`src/rtl/dbuf_pkg.sv`:
```
package dbuf_pkg;
  localparam int CTL_W = 16;
  localparam int RSVD_W = 8;

  // field order is the register bit order, msb first
  typedef struct packed {
    logic              disp_b;
    logic              rd_b;
    logic              nowr_b;
    logic              nowr_a;
    logic              cmap_to_map;
    logic              fast_rd;
    logic              wait_f;
    logic              cmap_upd;
    logic [RSVD_W-1:0] rsvd;
  } dbuf_ctl_t;
endpackage

```
`src/rtl/dbuf_retrace_edge.sv`:
```
module dbuf_retrace_edge (
  input  logic clk_i,
  input  logic rst_ni,
  input  logic vretrace_i,
  output logic start_o,
  output logic end_o
);
  logic ret_q;

  always_ff @(posedge clk_i or negedge rst_ni) begin
    if (!rst_ni) ret_q <= 1'b0;
    else         ret_q <= vretrace_i;
  end

  assign start_o = vretrace_i & ~ret_q;
  assign end_o   = ret_q & ~vretrace_i;


  edge_excl_chk: assert property (@(posedge clk_i) disable iff (!rst_ni)
    !(start_o && end_o));
endmodule

```
`src/rtl/dbuf_ctl_reg.sv`:
```
module dbuf_ctl_reg
  import dbuf_pkg::*;
#(
  parameter int NUM_PLANES = 8
) (
  input  logic                  clk_i,
  input  logic                  rst_ni,
  input  logic                  ctl_we_i,
  input  logic                  mask_we_i,
  input  logic [CTL_W-1:0]      wdata_i,
  input  logic                  ret_start_i,
  input  logic                  ret_end_i,
  output dbuf_ctl_t             ctl_o,
  output logic [NUM_PLANES-1:0] mask_o,
  output logic                  disp_b_o,
  output logic                  done_o
);
  dbuf_ctl_t             ctl_q, ctl_d, wr_val;
  logic [NUM_PLANES-1:0] mask_q;
  logic                  disp_q, done_q;

  always_comb begin
    wr_val      = dbuf_ctl_t'(wdata_i);
    wr_val.rsvd = '0;
    ctl_d       = ctl_q;
    if (ret_end_i) begin
      ctl_d.wait_f   = 1'b0;
      ctl_d.cmap_upd = 1'b0;
    end
    // host write wins over the retrace-end clear
    if (ctl_we_i) ctl_d = wr_val;
  end

  always_ff @(posedge clk_i or negedge rst_ni) begin
    if (!rst_ni) begin
      ctl_q  <= '0;
      mask_q <= '1;
      disp_q <= 1'b0;
      done_q <= 1'b0;
    end else begin
      ctl_q  <= ctl_d;
      done_q <= ret_end_i & ctl_q.wait_f;
      if (mask_we_i)   mask_q <= wdata_i[NUM_PLANES-1:0];
      // same-cycle write of the display bit is forwarded
      if (ret_start_i) disp_q <= ctl_we_i ? wr_val.disp_b : ctl_q.disp_b;
    end
  end

  assign ctl_o    = ctl_q;
  assign mask_o   = mask_q;
  assign disp_b_o = disp_q;
  assign done_o   = done_q;


  wait_clr_chk: assert property (@(posedge clk_i) disable iff (!rst_ni)
    (ret_end_i && !ctl_we_i) |=> !ctl_q.wait_f);

  upd_clr_chk: assert property (@(posedge clk_i) disable iff (!rst_ni)
    (ret_end_i && !ctl_we_i) |=> !ctl_q.cmap_upd);

  done_pulse_chk: assert property (@(posedge clk_i) disable iff (!rst_ni)
    done_o |=> !done_o);

  disp_hold_chk: assert property (@(posedge clk_i) disable iff (!rst_ni)
    !ret_start_i |=> $stable(disp_q));

  rsvd_zero_chk: assert property (@(posedge clk_i) disable iff (!rst_ni)
    ctl_we_i |=> (ctl_q.rsvd == '0));
endmodule

```
`src/rtl/dbuf_bank_route.sv`:
```
module dbuf_bank_route #(
  parameter int NUM_PLANES = 8
) (
  input  logic                  clk_i,
  input  logic                  rst_ni,
  input  logic                  pix_we_i,
  input  logic                  rd_b_i,
  input  logic                  nowr_a_i,
  input  logic                  nowr_b_i,
  input  logic [NUM_PLANES-1:0] mask_i,
  input  logic [NUM_PLANES-1:0] mem_a_rdata_i,
  input  logic [NUM_PLANES-1:0] mem_b_rdata_i,
  output logic [NUM_PLANES-1:0] pix_rdata_o,
  output logic                  bank_a_we_o,
  output logic                  bank_b_we_o,
  output logic [NUM_PLANES-1:0] plane_we_o
);
  assign bank_a_we_o = pix_we_i & ~nowr_a_i;
  assign bank_b_we_o = pix_we_i & ~nowr_b_i;

  for (genvar p = 0; p < NUM_PLANES; p++) begin : g_plane
    assign plane_we_o[p]  = pix_we_i & mask_i[p];
    assign pix_rdata_o[p] = mask_i[p] & (rd_b_i ? mem_b_rdata_i[p] : mem_a_rdata_i[p]);
  end


  plane_mask_chk: assert property (@(posedge clk_i) disable iff (!rst_ni)
    (plane_we_o & ~mask_i) == '0);

  bank_we_chk: assert property (@(posedge clk_i) disable iff (!rst_ni)
    (bank_a_we_o || bank_b_we_o) |-> pix_we_i);
endmodule

```
`src/rtl/dbuf_fb_ctrl.sv`:
```
module dbuf_fb_ctrl
  import dbuf_pkg::*;
#(
  parameter int NUM_PLANES = 8
) (
  input  logic                  clk_i,
  input  logic                  rst_ni,
  input  logic                  vretrace_i,
  input  logic                  ctl_we_i,
  input  logic                  mask_we_i,
  input  logic [CTL_W-1:0]      wdata_i,
  output logic [CTL_W-1:0]      ctl_o,
  output logic [NUM_PLANES-1:0] mask_o,
  input  logic                  pix_we_i,
  input  logic [NUM_PLANES-1:0] mem_a_rdata_i,
  input  logic [NUM_PLANES-1:0] mem_b_rdata_i,
  output logic [NUM_PLANES-1:0] pix_rdata_o,
  output logic                  bank_a_we_o,
  output logic                  bank_b_we_o,
  output logic [NUM_PLANES-1:0] plane_we_o,
  output logic                  rd_bank_b_o,
  output logic                  disp_bank_b_o,
  output logic                  fast_rd_o,
  output logic                  cmap_xfer_o,
  output logic                  cmap_to_map_o,
  output logic                  swap_done_o
);
  logic                  ret_start, ret_end;
  dbuf_ctl_t             ctl;
  logic [NUM_PLANES-1:0] mask;

  dbuf_retrace_edge u_edge (
    .clk_i      (clk_i),
    .rst_ni     (rst_ni),
    .vretrace_i (vretrace_i),
    .start_o    (ret_start),
    .end_o      (ret_end)
  );

  dbuf_ctl_reg #(.NUM_PLANES(NUM_PLANES)) u_ctl (
    .clk_i       (clk_i),
    .rst_ni      (rst_ni),
    .ctl_we_i    (ctl_we_i),
    .mask_we_i   (mask_we_i),
    .wdata_i     (wdata_i),
    .ret_start_i (ret_start),
    .ret_end_i   (ret_end),
    .ctl_o       (ctl),
    .mask_o      (mask),
    .disp_b_o    (disp_bank_b_o),
    .done_o      (swap_done_o)
  );

  dbuf_bank_route #(.NUM_PLANES(NUM_PLANES)) u_route (
    .clk_i         (clk_i),
    .rst_ni        (rst_ni),
    .pix_we_i      (pix_we_i),
    .rd_b_i        (ctl.rd_b),
    .nowr_a_i      (ctl.nowr_a),
    .nowr_b_i      (ctl.nowr_b),
    .mask_i        (mask),
    .mem_a_rdata_i (mem_a_rdata_i),
    .mem_b_rdata_i (mem_b_rdata_i),
    .pix_rdata_o   (pix_rdata_o),
    .bank_a_we_o   (bank_a_we_o),
    .bank_b_we_o   (bank_b_we_o),
    .plane_we_o    (plane_we_o)
  );

  assign ctl_o         = ctl;
  assign mask_o        = mask;
  assign rd_bank_b_o   = ctl.rd_b;
  assign fast_rd_o     = ctl.fast_rd;
  assign cmap_to_map_o = ctl.cmap_to_map;
  assign cmap_xfer_o   = ctl.cmap_upd & vretrace_i;


  xfer_win_chk: assert property (@(posedge clk_i) disable iff (!rst_ni)
    cmap_xfer_o |-> vretrace_i);
endmodule

```
`config.mk`:
```
export PLATFORM = sky130hd
export DESIGN_NAME = dbuf_fb_ctrl
export DESIGN_NICKNAME = d
export VERILOG_FILES = /design/src/rtl/dbuf_pkg.sv /design/src/rtl/dbuf_retrace_edge.sv /design/src/rtl/dbuf_ctl_reg.sv /design/src/rtl/dbuf_bank_route.sv /design/src/rtl/dbuf_fb_ctrl.sv
export SDC_FILE = /design/constraint.sdc
export NUM_CORES = 1
export LEC_CHECK = 0
export CAP_MARGIN = 20
export CORE_ASPECT_RATIO = 1.25
export CORE_MARGIN = 1
export CORE_UTILIZATION = 32
export DETAILED_ROUTE_END_ITERATION = 7
export GPL_TIMING_DRIVEN = 0
export PLACE_DENSITY = 0.8
export RECOVER_POWER = 100
export REMOVE_ABC_BUFFERS = 1
export SYNTH_ARGS = -nofsm -noshare
export SYNTH_HDL_FRONTEND = slang
export SYNTH_HIERARCHICAL = 1
export SYNTH_SLANG_ARGS = --single-unit
```
`constraint.sdc`:
```
create_clock -name clk_i -period 1.3 [get_ports clk_i]
set_input_delay 0.26 -clock clk_i [delete_from_list [all_inputs] [get_ports clk_i]]
set_output_delay 0.26 -clock clk_i [all_outputs]
set_load 0.01 [all_outputs]
```
==> flow_metrics.env <==
export IMPL_detail_route_drc_violations=0
export IMPL_crit_fanout=5
export IMPL_detail_route_antenna_nets=0
export IMPL_worst_slew_pin_slew_ns=0.808
export IMPL_numPlacedInstances=188
export IMPL_synthesis_area_um2=1020
export IMPL_avgSynthCellArea_um2=12.4
export IMPL_path_class="reg2out"
export IMPL_cts_max_level=1
export IMPL_layout_setup_ws_ns=-0.200
export IMPL_fin_crit_ns=1.50
export IMPL_ys_ff_latch=19
export IMPL_clk_path_buf_depth=2
export IMPL_grt_pass1_wl_um=3750
export IMPL_cp_required_ns=1.04
export IMPL_dp_final_hpwl_um=2080
export IMPL_peakVddDrop_mv=0.553
export IMPL_cap_violations=0
export IMPL_io_buffers=77
export IMPL_placed_cell_area_um2=1750
export IMPL_comb_power_share=0.360
export IMPL_cp_end_kind="output port"
export IMPL_stdcell_area_um2=1740
export IMPL_antenna_found_initial=0
export IMPL_n_antenna_cell=0
export IMPL_coreArea_um2=2970
export IMPL_num_io_pins=86
export IMPL_relSlewSlack=0.460
export IMPL_worst_setup_path_start_kind="register"
export IMPL_vias=882
export IMPL_pre_cts_slack_ns=-0.601
export IMPL_cts_hold_buf=0
export IMPL_overflow=0
export IMPL_status="finished with violations"
export IMPL_powerDensity_nw_per_um2=885
export IMPL_setup_viol=18
export IMPL_hp_class="in2reg"
export IMPL_sequentialPowerShare=0.459
export IMPL_grt_max_degree=20
export IMPL_final_common_cell="clkdlybuf4s50_1"
export IMPL_grt_use_total=0.149
export IMPL_fmax_ghz=0.667
export IMPL_finalPower_mw=1.54
export IMPL_min_period_over_period=1.15
export IMPL_final_cell_mix="clkdlybuf4s50_1, buf_2, dlygate4sd2_1"
export IMPL_yosysUniqueCellTypes=14
export IMPL_pwr_share_clk=0.181
export IMPL_row_count=22
export IMPL_synth_warnings=6
export IMPL_instances_no_fill=199
export IMPL_power_internal_mw=1.12
export IMPL_cts_sinks=19
export IMPL_wl_per_cell_um=13.1
export IMPL_drive_gt1_frac=0.405
export IMPL_start_util=0.343
export IMPL_routed_via_density=4.43
export IMPL_yosysSeqAreaShare=0.476
export IMPL_die_x_um=52.5
export IMPL_clockRootBuffer="clkbuf_4"
export IMPL_drt_initial_drc_count=11
export IMPL_report_final_slew_viol_count=0
export IMPL_power_switching_uw=419
export IMPL_area_delta_synth_final_pct=70.8
export IMPL_endpoint="pix_rdata_o[4]"
export IMPL_die_h_um=65.1
export IMPL_hold_violations=0
export IMPL_worst_r2r_startpoint="u_ctl/ctl_o[15]$_DFFE_PN0P_"
export IMPL_dieArea_um2=3420
export IMPL_r2r_end="u_ctl/disp_b_o$_DFFE_PN0P_"
export IMPL_gp_congestion=0.638
export IMPL_fin_hold_ws_ns=0.250
export IMPL_cp_arrival_ns=1.24
export IMPL_r2r_setup_slack_ns=0.23
export IMPL_post_synth_inst_count=82
export IMPL_final_nets=202
export IMPL_first_pass_iters=2
export IMPL_reg2regPathDepth=2
export IMPL_fin_util=0.586
export IMPL_setup_tns_ns=-1.83
export IMPL_violations="negative setup slack"
export IMPL_fin_worst_skew_ns=0.000737
export IMPL_cts_tree="built"
export IMPL_grt_pass1_vias=859
export IMPL_cts_buffers=3
export IMPL_path_clk_slew_ns=0.10
export IMPL_insertion_delay_ns=0.28
export IMPL_grt_setup_unrepaired="true"
export IMPL_p_leak_nw=0.831
export IMPL_critPathLaunch="u_ctl/ctl_o[14]$_DFFE_PN0P_"
export IMPL_sw_frac_of_total=0.272
export IMPL_drt_wl_total_um=2620
## cell families after synthesis
| family | after synthesis | synth area share |
|---|---|---|
| mux | 23 | 0.252 |
| simple gates | 23 | 0.141 |
| flops | 19 | 0.476 |
| compound gates | 2 | 0.0196 |
| other cells | 1 | 0.00368 |
| buf+inv | 14 | 0.108 |
## synth_stat cells (all sizes together)
library cell | instances | area, um2
dfrtp | 11 | 275
nor2b | 11 | 68.8
dfstp | 8 | 210
and2 | 10 | 62.6
conb | 1 | 3.75
nor2 | 1 | 3.75
a22o | 2 | 20.0
buf | 14 | 110
mux2i | 8 | 80.1
mux2 | 15 | 176
and2b | 1 | 8.76
## routing by layer
metal,up-vias,part of all wire,track usage
met2,61,0.50,0.278
met5,-,0,0
met3,0,0.16,0.0556
li1,415,-,-
met4,0,0,0.0493
met1,406,0.34,0.144
## state kept, by name, summed over array words and instances, names as in the netlist
| signal | count |
|---|---|
| u_ctl/ctl_o | 8 |
| u_ctl/mask_o | 8 |
| u_ctl/disp_b_o | 1 |
| u_ctl/done_o | 1 |
| u_edge/ret_q | 1 |
## critical path, stage by stage (launching register included)
cell and delay (ns):
dfrtp_2 0.44, buf_12 0.14, mux2i_1 0.11, nor2b_1 0.12, buf_2 0.15
## worst min path at each step
stage	start	to	cells past startpoint
global placement	u_ctl/ctl_o[8]$_DFFE_PN0P_	u_ctl/ctl_o[8]$_DFFE_PN0P_	1
detailed placement	u_ctl/disp_b_o$_DFFE_PN0P_	u_ctl/disp_b_o$_DFFE_PN0P_	1
global route	vretrace_i	u_edge/ret_q$_DFF_PN0_	1
finish	vretrace_i	u_edge/ret_q$_DFF_PN0_	1
floorplan	rst_ni	u_ctl/ctl_o[10]$_DFFE_PN0P_	0
CTS	vretrace_i	u_edge/ret_q$_DFF_PN0_	1
## power groups by stage
| stage | logic [mW] | registers (mW) | clock network [mW] |
|---|---|---|---|
| after floorplan | 0.167 | 0.759 | 0 |
| after global placement | 0.569 | 0.732 | 0 |
| after detailed placement | 0.580 | 0.737 | 0 |
| after CTS | 0.533 | 0.713 | 0.299 |
| after global routing | 0.596 | 0.718 | 0.331 |
| final | 0.555 | 0.708 | 0.279 |
## cell type report
type                    instances  area [um2]
well taps                      36        45.0
repair buffers                 84         731
clock buffers                   4        26.3
multi-input cells              56         453
flip-flops and latches         19         487
fillers                       280        1230
## what timing repair did
item,CTS,global route
endpoints found under the setup margin,41,19
pin swaps,0,0
buffers inserted,4,3
gates resized for setup,138,10
No activity file was read; power rests on OpenSTA's default activity.
